==> config.mk <==
export PLATFORM = sky130hd
export DESIGN_NAME = frac_baud_gen
export DESIGN_NICKNAME = d
export VERILOG_FILES = /design/src/rtl/fbg_pkg.sv /design/src/rtl/fbg_settle.sv /design/src/rtl/fbg_frac_div.sv /design/src/rtl/fbg_rate_scale.sv /design/src/rtl/frac_baud_gen.sv
export SDC_FILE = /design/constraint.sdc
export NUM_CORES = 1
export LEC_CHECK = 0
export BUFFER_PORTS_ARGS = -buffer_cell sky130_fd_sc_hd__buf_2
export CELL_PAD_IN_SITES_DETAIL_PLACEMENT = 0
export CELL_PAD_IN_SITES_GLOBAL_PLACEMENT = 1
export CORE_MARGIN = 10
export CORE_UTILIZATION = 45
export CTS_BUF_LIST = sky130_fd_sc_hd__clkbuf_8 sky130_fd_sc_hd__clkbuf_16
export CTS_CLUSTER_DIAMETER = 80
export DETAILED_ROUTE_END_ITERATION = 10
export PLACE_DENSITY = 0.92
export SYNTH_ARGS = -nofsm -noshare
export SYNTH_HDL_FRONTEND = slang
export SYNTH_SLANG_ARGS = --single-unit
export TNS_END_PERCENT = 1
==> constraint.sdc <==
create_clock -name clk -period 7 [get_ports clk]
set_clock_uncertainty 0.15 [all_clocks]
set_input_delay 0.7 -clock clk [delete_from_list [all_inputs] [get_ports clk]]
set_output_delay 0.7 -clock clk [all_outputs]
set_load 0.005 [all_outputs]
==> src/rtl/fbg_pkg.sv <==
package fbg_pkg;

  typedef enum logic [1:0] {
    RATE_STD  = 2'd0,
    RATE_X2   = 2'd1,
    RATE_X4   = 2'd2,
    RATE_X4_B = 2'd3
  } rate_e;

  localparam int TPB_W = 5;

  // ticks that make up one bit time for each rate setting
  function automatic logic [TPB_W-1:0] ticks_per_bit(input rate_e r);
    case (r)
      RATE_STD: ticks_per_bit = 5'd16;
      RATE_X2:  ticks_per_bit = 5'd8;
      default:  ticks_per_bit = 5'd4;
    endcase
  endfunction

endpackage

==> src/rtl/fbg_settle.sv <==
module fbg_settle #(
  parameter int SETTLE_W = 12
) (
  input  logic                clk,
  input  logic                rst_n,
  input  logic                stable_i,
  input  logic [SETTLE_W-1:0] settle_len_i,
  output logic                ready_o
);

  logic [SETTLE_W-1:0] cnt_q;
  logic                rdy_q;

  always_ff @(posedge clk) begin
    if (!rst_n || !stable_i) begin
      cnt_q <= '0;
      rdy_q <= 1'b0;
    end else begin
      if (cnt_q < settle_len_i) cnt_q <= cnt_q + 1'b1;
      rdy_q <= (cnt_q >= settle_len_i);
    end
  end

  assign ready_o = rdy_q;

endmodule

==> src/rtl/fbg_frac_div.sv <==
module fbg_frac_div #(
  parameter int INT_W  = 16,
  parameter int FRAC_W = 4
) (
  input  logic              clk,
  input  logic              rst_n,
  input  logic              run_i,
  input  logic [INT_W-1:0]  div_int_i,
  input  logic [FRAC_W-1:0] div_frac_i,
  output logic              tick_o,
  output logic              clk_out_o
);

  localparam int LEN_W = INT_W + 1;

  logic [LEN_W-1:0]  cnt_q;
  logic [FRAC_W-1:0] phase_q;
  logic [FRAC_W:0]   phase_sum;
  logic [LEN_W-1:0]  base_len;
  logic [LEN_W-1:0]  cur_len;
  logic              stretch;
  logic              period_end;

  always_comb begin
    base_len   = (div_int_i == '0) ? LEN_W'(1) : {1'b0, div_int_i};
    phase_sum  = {1'b0, phase_q} + {1'b0, div_frac_i};
    stretch    = phase_sum[FRAC_W];
    cur_len    = base_len + {{(LEN_W-1){1'b0}}, stretch};
    period_end = (cnt_q >= cur_len - LEN_W'(1));
  end

  always_ff @(posedge clk) begin
    if (!rst_n || !run_i) begin
      cnt_q   <= '0;
      phase_q <= '0;
    end else if (period_end) begin
      cnt_q   <= '0;
      phase_q <= phase_sum[FRAC_W-1:0];
    end else begin
      cnt_q   <= cnt_q + 1'b1;
    end
  end

  assign tick_o    = run_i && period_end;
  assign clk_out_o = run_i && (cnt_q < (cur_len >> 1));

endmodule

==> src/rtl/fbg_rate_scale.sv <==
module fbg_rate_scale
  import fbg_pkg::*;
(
  input  logic  clk,
  input  logic  rst_n,
  input  logic  run_i,
  input  logic  tick_i,
  input  rate_e rate_i,
  output logic  bit_tick_o
);

  logic [TPB_W-1:0] beat_q;
  logic [TPB_W-1:0] tpb;
  logic             last_beat;

  always_comb begin
    tpb       = ticks_per_bit(rate_i);
    last_beat = (beat_q >= tpb - 1'b1);
  end

  always_ff @(posedge clk) begin
    if (!rst_n || !run_i)  beat_q <= '0;
    else if (tick_i)       beat_q <= last_beat ? '0 : beat_q + 1'b1;
  end

  assign bit_tick_o = tick_i && last_beat;

endmodule

==> src/rtl/frac_baud_gen.sv <==
module frac_baud_gen
  import fbg_pkg::*;
#(
  parameter int INT_W    = 16,
  parameter int FRAC_W   = 4,
  parameter int SETTLE_W = 12
) (
  input  logic                clk,
  input  logic                rst_n,
  input  logic                ref_stable,
  input  logic [SETTLE_W-1:0] settle_len,
  input  logic [INT_W-1:0]    div_int,
  input  logic [FRAC_W-1:0]   div_frac,
  input  logic [1:0]          rate_sel,
  output logic                sample_tick,
  output logic                bit_tick,
  output logic                clk_out,
  output logic                ready
);

  logic run;
  logic tick;

  fbg_settle #(.SETTLE_W(SETTLE_W)) u_settle (
    .clk          (clk),
    .rst_n        (rst_n),
    .stable_i     (ref_stable),
    .settle_len_i (settle_len),
    .ready_o      (run)
  );

  fbg_frac_div #(.INT_W(INT_W), .FRAC_W(FRAC_W)) u_div (
    .clk        (clk),
    .rst_n      (rst_n),
    .run_i      (run),
    .div_int_i  (div_int),
    .div_frac_i (div_frac),
    .tick_o     (tick),
    .clk_out_o  (clk_out)
  );

  fbg_rate_scale u_scale (
    .clk        (clk),
    .rst_n      (rst_n),
    .run_i      (run),
    .tick_i     (tick),
    .rate_i     (rate_e'(rate_sel)),
    .bit_tick_o (bit_tick)
  );

  assign sample_tick = tick;
  assign ready       = run;

endmodule

# Yosys cells after proc, flatten, opt, wreduce, memory -nomap -nowiden
# Cells that the tools add are included.
# word_totals
output_inout_bits	4
regBits	39
input_bits	37
elab_cells	32
# op_classes
n_reduce_logical	11
n_lt_le_gt_ge	5
n_eq_ne	1
addsub	7
muxes	3
# op_table
operator	n
17-bit by 1-bit adder with 17-bit output	1
17-bit by 1-bit adder with 17-bit output, second input constant	1
17-bit >= comparator	1
17-bit by 16-bit < comparator with 1-bit output	1
17-bit by 1-bit subtractor with 17-bit output, second input constant	1
16-bit logical NOT	1
16-bit two-way mux	1
12-bit by 1-bit adder with 12-bit output, second input constant	1
12-bit >= comparator	1
12-bit < comparator	1
5-bit one-hot mux with 2 select lines	1
4-bit by 4-bit adder with 5-bit output	1
5-bit by 1-bit adder with 5-bit output, second input constant	1
5-bit >= comparator	1
5-bit two-way mux	1
5-bit by 1-bit subtractor with 5-bit output, second input constant	1
1-bit logical AND	3
1-bit logical NOT	3
2-bit by 1-bit equality test with 1-bit output, second input constant	1
2-bit logical NOT	1
1-bit logical OR	2
2-bit OR reduction	1

# Longest topological paths before layout
# Gate-level depths: netlist of the first run.
# logic_depth
depth_word	7
ltp_mapped	23
mapped_depth_nobuf	21

# Modules after synthesis
# From an unflattened synthesis of the first run, not the netlist that was laid out.
# hier_totals
cells_unflattened	472
area_unflattened_um2	3872.5
# by_module_without_submodules
module	n_inst	area_each_um2	cells_per_inst
fbg_frac_div	1	2553.7	319
fbg_settle	1	996.0	119
fbg_rate_scale	1	322.8	34

# Worst setup path before layout of the first run
# Ideal clock, no wire load.
# synth_path
path_type	in2out
from	input div_frac[0]
to	output bit_tick
t_arrival_ps	4968
required_ps	6150
slack_ps	1182
cell_stages	22
n_path_buf	2
cell_sequence	ha_1 inv_1 fa_1 nor2b_1 o21ai_0 nand2b_1 ha_1 ha_1 clkbuf_2 or3_1 a2111o_1 a211oi_2 a21boi_4 nand3_1 xnor2_1 ha_1 a21o_1 a21o_1 a221oi_1 o21a_1 buf_2 nor3_1
# synth_between
elab_chain_len	6
# synth_rtl
element	line_no	rtl
start, declared	frac_baud_gen.sv:13	input logic [FRAC_W-1:0] div_frac,
4-bit by 4-bit adder with 5-bit output	fbg_frac_div.sv:26	phase_sum = {1'b0, phase_q} + {1'b0, div_frac_i};
17-bit by 1-bit adder with 17-bit output	fbg_frac_div.sv:28	cur_len = base_len + {{(LEN_W-1){1'b0}}, stretch};
17-bit by 1-bit subtractor with 17-bit output	fbg_frac_div.sv:29	period_end = (cnt_q >= cur_len - LEN_W'(1));
17-bit >= comparator	fbg_frac_div.sv:29	
1-bit logical AND	fbg_frac_div.sv:44	assign tick_o = run_i && period_end;
1-bit logical AND	fbg_rate_scale.sv:26	assign bit_tick_o = tick_i && last_beat;
end, declared	frac_baud_gen.sv:16	output logic bit_tick,
# Every way passes these cells.

# Worst setup path after layout of the first run
# Same ends and word-level chain as after synthesis.

==> results by group, run 1 <==
STA
  – Relative slew slack: 21.6%
  – Fin. Hold Viols: 0
  – Setup_tns: 0 ns
  – Final setup vio count: 0
  – Fmax: 159 MHz
  – Final Slew Violations: 0
  – RSZ-0062 raised after global routing: false
  – Transition time of the tightest slew-check pin: 1.17 ns
  – Fin crit period: approximately 6.3 ns
  – Worst Slack Setup Final: 0.699 ns
  – Final period utilization: roughly 90%
  – Hold Slack: 0.322 ns

Power
  – Power per Cell Area: between 100 and 150 nW/um^2
  – Cell leakage power: 1.89 nW
  – Sw frac: 25.8%
  – Internal power: 0.356 mW
  – Combinational power share: roughly 14%
  – Clk pwr share: between 40% and 50%
  – Psw: 0.124 mW
  – Sequential power share: 46.6%
  – VDD IR max: 0.0000955 V

Clocking
  – Total CTS buffers: 5
  – Largest buffer count on any clock path: 2
  – Clock sink count: 39
  – Clk Latency, worst-skew pair: ~0.3 ns
  – Post-CTS sizing: 0
  – Root buf cell: clkbuf_8
  – H-tree levels: 2
  – Cts hold-fix bufs: 0
  – Reg clk slew, reported paths: 0.08 ns
  – CTS tree: done
  – Post-CTS setup buffers: 0

Die
  – I/O Pins: 41
  – Placement row count: 33
  – Die W: between 100 and 150 um
  – Die height: 112 um
  – Core Area: about 8300 um^2
  – Initial Utilization: 46.2%
  – Die area: about 13000 um^2

Outcome
  – Status: complete, no violations

Yosys
  – Mapped Nets: between 500 and 600
  – Cells after Synth: 467
  – Synthesized area: around 3800 um^2
  – Most frequent cells after synthesis: ha_1 (54), dfxtp_1 (39), nor2_1 (35)
  – Post-synth EDFFs: 0
  – Post-synth top area share: approximately a fifth
  – Fraction of registers with async set/reset: 0%
  – Area contributors post-synth: dfxtp_1 (20%), ha_1 (18%), xnor2_1 (6.9%)
  – Ys Warns: 0
  – Largest area contributor in the netlist: dfxtp_1
  – Seq/Total Area, Yosys: between 20% and 30%
  – #FFs+latches synth: 39
  – Most common cell in the netlist: ha_1
  – Synth cell types: 64
  – Top_reg_cell synth: dfxtp_1
  – Synthesized area per cell: 8.18 um^2

Finish
  – Layout fillers: approximately 800
  – Layout cells sized above 1: between 10% and 20%
  – Nets@finish: 587
  – Layout Cells excl Fill: 601
  – N_diodes: 0
  – Area grow syn2layout: 9.21%
  – Post-layout util: 50.5%

Placement
  – Buffers added on ports: 40
  – Dpl ws: 0.737 ns
  – GP Congestion: 0.807
  – Placed cells: 593
  – Post-DP HPWL: 6900 um

Setup path
  – Max stage delay on crit path: 0.59 ns
  – Top delay family on crit path: adder cells
  – Crit Path Category: input port to output port
  – Cell count of the worst reg-to-reg path: 20
  – Crit Reg-Reg Endpoint: u_div.cnt_q[2]
  – Crit-path cells: buf_2 > ha_1 > inv_1 > fa_1 > nor2b_1 > o21ai_0 > nand2b_1 > ha_1 > ha_1 > nand3_1 > nor2_1 > xnor2_1 > nor3b_4 > a21bo_2 > xnor2_1 > ha_1 > a21oi_1 > o21ai_0 > a221oi_1 > o21a_1 > nor3_1 > buf_2
  – Critical Path Fanout Max: 8
  – Critical path's most frequent cell: ha_1
  – Reg2reg start: u_div.phase_q[0]
  – Crit path DAT: 5.45 ns
  – CP Launch Type: input port
  – CP max stage cell: a221oi_1
  – Endpoint class of the critical path: output port
  – R2R setup slack: around 1.3 ns
  – Req. time, crit path: a little over 6 ns
  – Buf+Inv Stages, Crit Path: 3

Min path
  – Min-Delay Endpoint: u_div.phase_q[0]
  – Worst hold stages: 2
  – Hold path start: u_div.phase_q[0]
  – Hold WC Path Type: flop to flop

Job
  – Max Cap Viol: 0

Global route
  – Initial antenna violation count: 0
  – Total congestion overflow: 0
  – Global Route met2 Usage: between 20 and 25%
  – Largest net degree at the start of global routing: 21
  – Vias in the first global route: 3336
  – Global-route layer with the greatest usage: met2
  – GRT met1 Usage: 17.1%
  – First-pass GRT wire length: 15000 um
  – Overall global routing resource usage: 13.4%
  – GR Util met3: 2.82%

Drt
  – WL final: between 8000 and 9000 um
  – Initial detailed-routing violation count: roughly 130
  – Drt pass-1 iters: 7
  – DRT antenna net count: 0
  – Wirelength per Cell: approximately 14 um
  – Vias/cell: 5.71
  – Number of remaining DRC errors: 0
  – Routed vias: 3431
power by group through the flow:
| stage | combinational, mW | sequential [mW] | clock (mW) |
|---|---|---|---|
| final | 0.0647 | 0.223 | 0.192 |
| after global routing | 0.0733 | 0.224 | 0.206 |
| after CTS | 0.0647 | 0.223 | 0.196 |
| after detailed placement | 0.0643 | 0.229 | 0 |
| after global placement | 0.0626 | 0.229 | 0 |
| after floorplan | 0.0433 | 0.228 | 0 |
sequential cells by signal, summed over array words and instances, names as in the netlist:
name / cells
u_div.cnt_q: 17
u_div.phase_q: 4
u_settle.cnt_q: 12
u_settle.ready_o: 1
u_scale.beat_q: 5
per-layer routing:
metal / routed length, um / vias up
li1: - / 1766
met1: 4120 / 1582
met2: 4000 / 69
met3: 356 / 14
met4: 147 / 0
met5: 0 / -
metrics by stage:
| step | total power, mW | instance area [um^2] |
|---|---|---|
| after floorplan | 0.272 | 3820 |
| after global placement | 0.291 | 4060 |
| after detailed placement | 0.293 | 4060 |
| after CTS | 0.484 | 4170 |
| after global routing | 0.503 | 4170 |
| final | 0.480 | 4170 |
worst max-delay path by stage:
stage	from	endpoint	cells after the start
floorplan	div_frac[0]	bit_tick	22
global placement	div_frac[0]	bit_tick	22
detailed placement	div_frac[0]	bit_tick	22
CTS	div_frac[0]	bit_tick	22
global route	div_frac[0]	bit_tick	22
finish	div_frac[0]	bit_tick	22
final cells by class:
cell class	instances	area, um^2	share of cell area [%]
Clock buffer	5	68.8	1.65
Multi-Input combinational cell	380	2830	67.9
Tap cell	105	131	3.15
Clock inverter	3	43.8	1.05
Sequential cell	39	781	18.7
Timing Repair Buffer	41	208	4.98
Inverter	28	105	2.52
tightest hold or removal path, cell delays in order (launching register included):
cell     delay [ns]
dfxtp_1        0.32
nand2_1        0.05
mux2i_1        0.05
logic make-up (layout without fill, tap and decap cells):
kind of cell / after synthesis / in the layout / share of synthesized area, %
simple gates: 175 / 175 / 25.1
compound gates: 93 / 93 / 17.2
fa+ha+maj: 57 / 57 / 18.7
xor+xnor: 48 / 48 / 11.4
buf+inv: 48 / 77 / 5.37
flops: 39 / 39 / 20.4
mux: 6 / 6 / 1.61
other cells: 1 / 1 / 0.0982
cells in the final DEF, fill, tap and decap left out, types with 7 or more instances in the layout:
| master | synthesis | final |
|---|---|---|
| buf_2 | 1 | 40 |
| dfxtp_1 | 39 | 39 |
| nor2_1 | 35 | 35 |
| nand3_1 | 28 | 28 |
| o21a_1 | 7 | 7 |
| xnor2_1 | 30 | 30 |
| a21oi_1 | 20 | 20 |
| inv_1 | 28 | 28 |
| o31ai_1 | 10 | 10 |
| a21o_1 | 15 | 15 |
| or4_1 | 9 | 9 |
| nor3_1 | 13 | 13 |
| ha_1 | 54 | 54 |
| xor2_1 | 17 | 17 |
| o21ai_0 | 10 | 10 |
| and3_1 | 11 | 11 |
| nand4_1 | 19 | 19 |
| nand2_1 | 29 | 29 |
(Power assumes the default switching activity.)
==> run 2: changes to the inputs <==
- ABC_AREA: unset -> 1
- CORE_UTILIZATION: 45 -> 43
- PLACE_DENSITY: 0.92 -> 0.93
==> run 2 against run 1 <==
  * Clock power decreased by 23%
  * Wire length increased by 18%
  * Maximum frequency increased by 3.8%
  * Hold slack improved by 0.029 ns
  * Sequential cell count unchanged
  * Largest cell class unchanged
==> results by group, run 2 <==
Outcome
  – Status: complete, no violations (unchanged)

Power
  – Internal power: 0.319 mW (was 0.356 mW)
  – Combinational power share: 17.4% (was 13.5%)
  – Psw: 0.131 mW (was 0.124 mW)
  – Cell leakage power: 2.25 nW (was 1.89 nW)
  – Sw frac: 29.1% (was 25.8%)
  – Sequential power share: 49.6% (was 46.6%)
  – Power per Cell Area: 99.5 nW/um^2 (was 115 nW/um^2)
  – Clk pwr share: 33.0% (was 40.0%)
  – VDD IR max: 0.0000882 V (was 0.0000955 V)

Clocking
  – Post-CTS setup buffers: 0 (unchanged)
  – Total CTS buffers: 5 (unchanged)
  – Root buf cell: clkbuf_8 (unchanged)
  – CTS tree: done (unchanged)
  – Clk Latency, worst-skew pair: 0.30 ns (about the same)
  – Reg clk slew, reported paths: 0.08 ns (about the same)
  – Post-CTS sizing: 0 (unchanged)
  – Largest buffer count on any clock path: 2 (unchanged)
  – Cts hold-fix bufs: 0 (unchanged)
  – H-tree levels: 2 (unchanged)
  – Clock sink count: 39 (unchanged)

Yosys
  – Post-synth EDFFs: 0 (unchanged)
  – Mapped Nets: 729 (was 559)
  – Seq/Total Area, Yosys: 19.0% (was 20.4%)
  – Synth Area in Compound Gates: 8.71% (was 17.2%)
  – Post-Synth Simple-Gate Area: 38.5% (was 25.1%)
  – Multiplexer share of the synthesized area: 0% (was 1.61%)
  – Synth cell types: 40 (was 64)
  – Post-synthesis xor/xnor area fraction: 6.98% (was 11.4%)
  – Synthesized area per cell: 6.45 um^2 (was 8.18 um^2)
  – Adder-Cell Fraction of Synth Area: 16.9% (was 18.7%)
  – Most frequent cells after synthesis: nand2_1 (162), inv_1 (90), nor2_1 (59) (was ha_1 (54), dfxtp_1 (39), nor2_1 (35))
  – #FFs+latches synth: 39 (unchanged)
  – Largest area contributor in the netlist: dfxtp_1 (unchanged)
  – Post-synth top area share: 19.0% (was 20.4%)
  – Most common cell in the netlist: nand2_1 (was ha_1)
  – Synthesized area: 4110 um^2 (was 3820 um^2)
  – Cells after Synth: 637 (was 467)
  – Top_reg_cell synth: dfxtp_1 (unchanged)
  – Ys Warns: 0 (unchanged)
  – Area contributors post-synth: dfxtp_1 (19%), ha_1 (16%), nand2_1 (15%) (was dfxtp_1 (20%), ha_1 (18%), xnor2_1 (6.9%))
  – Fraction of registers with async set/reset: 0% (unchanged)
  – Largest family of logic cells by synthesized area: simple AND/OR/NAND/NOR gates (unchanged)

Setup path
  – Critical path's most frequent cell: nand2_1 (was ha_1)
  – Reg2reg start: u_div.phase_q[0] (unchanged)
  – Critical Path Fanout Max: 24 (was 8)
  – Cell count of the worst reg-to-reg path: 22 (was 20)
  – Buf+Inv Stages, Crit Path: 5 (was 3)
  – Req. time, crit path: 6.15 ns (about the same)
  – Crit Path Category: input port to output port (unchanged)
  – CP Depth: 25 (was 22)
  – Crit path DAT: 5.22 ns (was 5.45 ns)
  – Top delay family on crit path: adder cells (unchanged)
  – Endpoint class of the critical path: output port (unchanged)
  – Setup crit start: div_frac[0] (unchanged)
  – CP Launch Type: input port (unchanged)
  – Critical Path Sink: bit_tick (unchanged)
  – Max stage delay on crit path: 0.46 ns (was 0.59 ns)
  – R2R setup slack: 2.01 ns (was 1.34 ns)
  – Crit Reg-Reg Endpoint: u_div.cnt_q[13] (was u_div.cnt_q[2])
  – CP max stage cell: o21ai_0 (was a221oi_1)

STA
  – Transition time of the tightest slew-check pin: 0.662 ns (was 1.17 ns)
  – Fmax: 165 MHz (was 159 MHz)
  – Final Slew Violations: 0 (unchanged)
  – Final period utilization: 86.7% (was 90.0%)
  – Setup_tns: 0 ns (unchanged)
  – Fin crit period: 6.07 ns (was 6.30 ns)
  – RSZ-0062 raised after global routing: false (unchanged)
  – Relative slew slack: 55.7% (was 21.6%)
  – Final setup vio count: 0 (unchanged)
  – Fin. Hold Viols: 0 (unchanged)

Die
  – Die area: 13900 um^2 (was 12600 um^2)
  – Core Area: 9280 um^2 (was 8260 um^2)
  – Die height: 118 um (was 112 um)
  – Die W: 118 um (was 112 um)
  – Placement row count: 35 (was 33)
  – Initial Utilization: 44.2% (was 46.2%)
  – I/O Pins: 41 (unchanged)

Global route
  – Global Route met2 Usage: 23.7% (was 22.2%)
  – Total congestion overflow: 0 (unchanged)
  – GRT met1 Usage: 19.5% (was 17.1%)
  – Global-route layer with the greatest usage: met2 (unchanged)
  – GR Util met3: 2.54% (was 2.82%)
  – First-pass GRT wire length: 17800 um (was 15000 um)
  – Largest net degree at the start of global routing: 25 (was 21)
  – Vias in the first global route: 3988 (was 3336)
  – Overall global routing resource usage: 14.6% (was 13.4%)
  – Initial antenna violation count: 0 (unchanged)

Finish
  – Post-layout util: 48.6% (was 50.5%)
  – Max FFs per register: 17 (unchanged)
  – Area grow syn2layout: 9.93% (was 9.21%)
  – Fin area: 4510 um^2 (was 4170 um^2)
  – Nets@finish: 768 (was 587)
  – Layout cells sized above 1: 12.1% (about the same)
  – Biggest register: u_div.cnt_q (unchanged)
  – Commonest non-fill, non-tap cell in the layout: nand2_1 (was ha_1)
  – Largest regs: u_div.cnt_q: 17 flops, u_settle.cnt_q: 12 flops, u_scale.beat_q: 5 flops (unchanged)
  – N_diodes: 0 (unchanged)
  – Commonest cells after routing, fill and taps aside: nand2_1 (162), inv_1 (92), nor2_1 (59) (was ha_1 (54), buf_2 (40), dfxtp_1 (39))

Drt
  – Vias/cell: 5.06 (was 5.71)
  – WL final: 10200 um (was 8620 um)
  – Wirelength per Cell: 12.6 um (was 14.3 um)
  – Number of remaining DRC errors: 0 (unchanged)
  – Drt pass-1 iters: 4 (was 7)
  – DRT antenna net count: 0 (unchanged)
  – Initial detailed-routing violation count: 261 (was 128)
  – Routed vias: 4082 (was 3431)

Min path
  – Hold WC Path Type: flop to flop (unchanged)

Placement
  – Buffers added on ports: 40 (unchanged)
  – Post-DP HPWL: 8360 um (was 6900 um)
  – GP Congestion: 0.856 (was 0.807)
  – DP Area: 4430 um^2 (was 4060 um^2)

Job
  – Max Cap Viol: 0 (unchanged)
## run 2: through the flow
stage | total power [mW] | worst slack [ns] | instances | hold WS [ns]
after detailed placement | 0.306 | 0.986 | 798 | 0.344
final | 0.449 | 0.928 | 806 | 0.351
after global routing | 0.470 | 0.445 | 806 | 0.374
after floorplan | 0.280 | 2.02 | 637 | 0.306
after global placement | 0.303 | 1.15 | 798 | 0.323
after CTS | 0.450 | 0.974 | 806 | 0.351
## run 2: power by group through the flow
| stage | Sequential [mW] | Combinational (mW) | Clock, mW |
|---|---|---|---|
| floorplan | 0.228 | 0.0519 | 0 |
| CTS | 0.223 | 0.0781 | 0.149 |
| global route | 0.223 | 0.0897 | 0.158 |
| finish | 0.223 | 0.0780 | 0.148 |
| detailed placement | 0.228 | 0.0775 | 0 |
| global placement | 0.228 | 0.0750 | 0 |
## run 2: worst min path at each step
stage / startpoint / endpoint / slack (ns) / cells past startpoint
detailed placement: u_div.cnt_q[0] / u_div.cnt_q[0] / 0.34 / 1
floorplan: u_div.cnt_q[0] / u_div.cnt_q[0] / 0.31 / 1
CTS: u_div.cnt_q[0] / u_div.cnt_q[0] / 0.35 / 1
global placement: u_div.cnt_q[0] / u_div.cnt_q[0] / 0.32 / 1
finish: u_div.cnt_q[0] / u_div.cnt_q[0] / 0.35 / 1
global route: u_settle.cnt_q[10] / u_settle.cnt_q[10] / 0.37 / 2
## run 2: per-layer routing
layer | up-vias | share of wire, %
met5 | - | 0
met4 | 0 | 1.5
met3 | 9 | 4.1
met2 | 62 | 44
met1 | 1854 | 51
li1 | 2157 | -
## run 2: cells by family (layout without fill, tap and decap cells)
family / Yosys count / after routing
AO/OA/AOI/OAI: 66 / 66
adder cells (fa/ha/maj): 55 / 55
AND/OR/NAND/NOR: 343 / 343
flip-flops: 39 / 39
buffers and inverters: 105 / 145
other: 1 / 1
XOR/XNOR: 28 / 28
## run 2: final cells by class
| type | count | area [um^2] |
|---|---|---|
| well taps | 129 | 161 |
| multi-input cells | 493 | 2920 |
| flip-flops and latches | 39 | 781 |
| inverters | 96 | 360 |
| repair buffers | 41 | 208 |
| fillers | 1000 | 4770 |
| clock buffers | 5 | 68.8 |
| clock inverters | 3 | 12.5 |
==> run 3: changes to the inputs <==
- CORE_UTILIZATION: 43 -> 39
- PLACE_DENSITY: 0.93 -> 0.76
- SYNTH_HIERARCHICAL: unset -> 1
- clock period: 7 -> 5.5 ns (I/O delays scaled with it)
==> run 3 against run 2 <==
  * Power rose by 29%
  * Count of clock-buffer cells in the layout did not move
  * Sequential cell count did not move
  * Hold slack got worse by 0.011 ns
  * Die area rose by 11%
  * Clock power rose by 32%
  * Core utilization fell by 3.5 points
  * Register-to-register slack got worse by 1.2 ns
  * Wire length rose by 1.9%
  * Global-route usage fell by 1.5 points
  * Critical path depth rose by 2
  * Synthesized area rose by 3.2%
  * Critical endpoint unchanged
  * Largest cell class unchanged
  * Largest power group unchanged
  * Highest routed layer is now met5
==> results by group, run 3 <==
Yosys
  – #FFs+latches synth: 39 (unchanged)
  – Synthesized area: 4240 um^2 (was 4110 um^2)
  – Synth cell types: 41 (was 40)
  – Post-synth EDFFs: 0 (unchanged)
  – Most frequent cells after synthesis: nand2_1 (147), inv_1 (89), nor2_1 (87) (was nand2_1 (162), inv_1 (90), nor2_1 (59))
  – Post-synth top area share: 18.4% (was 19.0%)
  – Largest area contributor in the netlist: dfxtp_1 (unchanged)
  – Fraction of registers with async set/reset: 0% (unchanged)
  – Most common cell in the netlist: nand2_1 (unchanged)
  – Synthesized area per cell: 6.56 um^2 (was 6.45 um^2)
  – Seq/Total Area, Yosys: 18.4% (was 19.0%)
  – Area contributors post-synth: dfxtp_1 (18%), ha_1 (16%), nand2_1 (13%) (was dfxtp_1 (19%), ha_1 (16%), nand2_1 (15%))
  – Ys Warns: 6 (was 0)
  – Mapped Nets: 739 (was 729)
  – Top_reg_cell synth: dfxtp_1 (unchanged)
  – Cells after Synth: 646 (was 637)

Global route
  – Total congestion overflow: 0 (unchanged)
  – Overall global routing resource usage: 13.1% (was 14.6%)
  – Initial antenna violation count: 1 (was 0)
  – First-pass GRT wire length: 17700 um (was 17800 um)
  – Largest net degree at the start of global routing: 14 (was 25)
  – Vias in the first global route: 3987 (was 3988)

STA
  – Final period utilization: 92.5%
  – Worst Slack Setup Final: 0.411 ns (was 0.928 ns)
  – Fin crit period: 5.09 ns
  – Fin. Hold Viols: 0 (unchanged)
  – Relative slew slack: 56.5% (was 55.7%)
  – Final Slew Violations: 0 (unchanged)
  – Setup_tns: 0 ns (unchanged)
  – Final setup vio count: 0 (unchanged)
  – Fmax: 197 MHz
  – Transition time of the tightest slew-check pin: 0.651 ns (was 0.662 ns)

Finish
  – Fin area: 4720 um^2 (was 4510 um^2)
  – Biggest register: u_div/cnt_q (was u_div.cnt_q)
  – Area grow syn2layout: 11.5% (was 9.93%)
  – Layout fillers: 1155 (was 1000)
  – Largest regs: u_div/cnt_q: 17 flops, u_settle/cnt_q: 12 flops, u_scale/beat_q: 5 flops (was u_div.cnt_q: 17 flops, u_settle.cnt_q: 12 flops, u_scale.beat_q: 5 flops)
  – N_diodes: 0 (unchanged)
  – Commonest non-fill, non-tap cell in the layout: nand2_1 (unchanged)
  – Layout cells sized above 1: 17.8% (was 12.1%)
  – Commonest cells after routing, fill and taps aside: nand2_1 (147), inv_1 (90), nor2_1 (84) (was nand2_1 (162), inv_1 (92), nor2_1 (59))
  – Max FFs per register: 17 (unchanged)
  – Nets@finish: 782 (was 768)

Setup path
  – CP max stage cell: fa_2 (was o21ai_0)
  – Top delay family on crit path: simple AND/OR/NAND/NOR gates (was adder cells)
  – Endpoint class of the critical path: output port (unchanged)
  – Crit path DAT: 4.39 ns (was 5.22 ns)
  – CP Launch Type: flop (was input port)
  – Req. time, crit path: 4.80 ns (was 6.15 ns)
  – Max stage delay on crit path: 0.35 ns (was 0.46 ns)
  – Critical Path Fanout Max: 5 (was 24)
  – Buf+Inv Stages, Crit Path: 6 (was 5)
  – Crit Path Category: flop to output port (was input port to output port)
  – Critical path's most frequent cell: inv_1 (was nand2_1)

Power
  – Power per Cell Area: 123 nW/um^2 (was 99.5 nW/um^2)
  – Total power draw: 0.580 mW (was 0.449 mW)
  – VDD IR max: 0.0000756 V (was 0.0000882 V)
  – Cell leakage power: 2.31 nW (was 2.25 nW)

Clocking
  – Post-CTS setup buffers: 0 (unchanged)
  – Largest buffer count on any clock path: 2 (unchanged)
  – Cts hold-fix bufs: 0 (unchanged)
  – Total CTS buffers: 5 (unchanged)
  – Clock sink count: 39 (unchanged)
  – H-tree levels: 2 (unchanged)
  – CTS tree: done (unchanged)
  – Reg clk slew, reported paths: 0.07 ns (was 0.08 ns)
  – Post-CTS sizing: 0 (unchanged)
  – Clk Latency, worst-skew pair: 0.30 ns (about the same)
  – Root buf cell: clkbuf_8 (unchanged)

Die
  – Placement row count: 37 (was 35)
  – Die area: 15400 um^2 (was 13900 um^2)
  – I/O Pins: 41 (unchanged)
  – Core Area: 10500 um^2 (was 9280 um^2)
  – Initial Utilization: 40.5% (was 44.2%)
  – Die height: 124 um (was 118 um)
  – Die W: 124 um (was 118 um)

Placement
  – Post-DP HPWL: 8620 um (was 8360 um)
  – DP Area: 4580 um^2 (was 4430 um^2)
  – GP Congestion: 0.842 (was 0.856)
  – Dpl ws: 0.0888 ns (was 0.986 ns)
  – Buffers added on ports: 40 (unchanged)

Job
  – Max Cap Viol: 0 (unchanged)

Drt
  – Routed vias: 4035 (was 4082)
  – Initial detailed-routing violation count: 129 (was 261)
  – Vias/cell: 4.88 (was 5.06)
  – DRT antenna net count: 0 (unchanged)
  – Number of remaining DRC errors: 0 (unchanged)
  – Drt pass-1 iters: 4 (unchanged)
  – Wirelength per Cell: 12.6 um (about the same)
  – WL final: 10400 um (was 10200 um)

Outcome
  – Status: complete, no violations (unchanged)

Min path
  – Hold WC Path Type: flop to flop (unchanged)
run 3: cell count changes after synthesis, moves of 8 or more:
cell     previous run  this run
nor2_1             59        87
nand2_2            13        21
xor2_1             19        27
a21oi_2             0        10
nand2_1           162       147
a21oi_1            40        22
run 3: cell type report:
cell class              count  area [um^2]  area share, %
clock buffers               5         68.8           1.46
well taps                 136          170           3.60
inverters                  96          360           7.63
multi-input cells         503         3100           65.6
repair buffers             44          230           4.87
clock inverters             3         16.3          0.344
flip-flops and latches     39          781           16.5
run 3: path summary, 6_finish.rpt:
kind               startpoint  slack (ns)                to  cells after the start
max          u_div/phase_q[0]        0.41          bit_tick                     27
min reg2reg  u_div/phase_q[0]        0.34  u_div/phase_q[0]                      2
min          u_div/phase_q[0]        0.34  u_div/phase_q[0]                      2
max reg2reg  u_div/phase_q[0]        0.82    u_div/cnt_q[3]                     26
run 3: worst reg2reg max path, delay by kind of cell (launching register included):
family                   cells  cell delay [ns]
AND/OR/NAND/NOR             11             1.51
adder cells (fa/ha/maj)      6             1.47
buffers and inverters        5             0.58
AO/OA/AOI/OAI                4             0.58
flip-flops                   1             0.33
run 3: logic make-up (layout without fill, tap and decap cells):
logic type,count (synthesis),count (layout),synth area share [%]
AO/OA/AOI/OAI,55,55,8.03
AND/OR/NAND/NOR,354,354,38.8
other,1,1,0.0885
multiplexers,1,1,0.236
flip-flops,39,39,18.4
adder cells (fa/ha/maj),56,56,16.7
XOR/XNOR,36,36,7.89
buffers and inverters,104,148,9.78
run 3: metal layers:
layer	vias up	track usage, %	part of all wire [%]
met5	-	0	0.13
met1	1799	14.5	44
met2	55	24.2	51
li1	2160	-	-
met3	19	3.06	3.7
met4	2	3.89	1.9
run 3: metrics by stage:
step                instances  hold WS (ns)  utilization, %
CTS                       826         0.347            44.6
global placement          818         0.320            43.8
finish                    826         0.340            45.2
detailed placement        818         0.329            43.8
global route              826         0.371            45.2
floorplan                 646         0.288               -
run 3: power breakdown:
part           internal, mW  switching (mW)  total (mW)
Clock                0.0869           0.108       0.195
Sequential            0.283         0.00108       0.284
Combinational        0.0377          0.0635       0.101
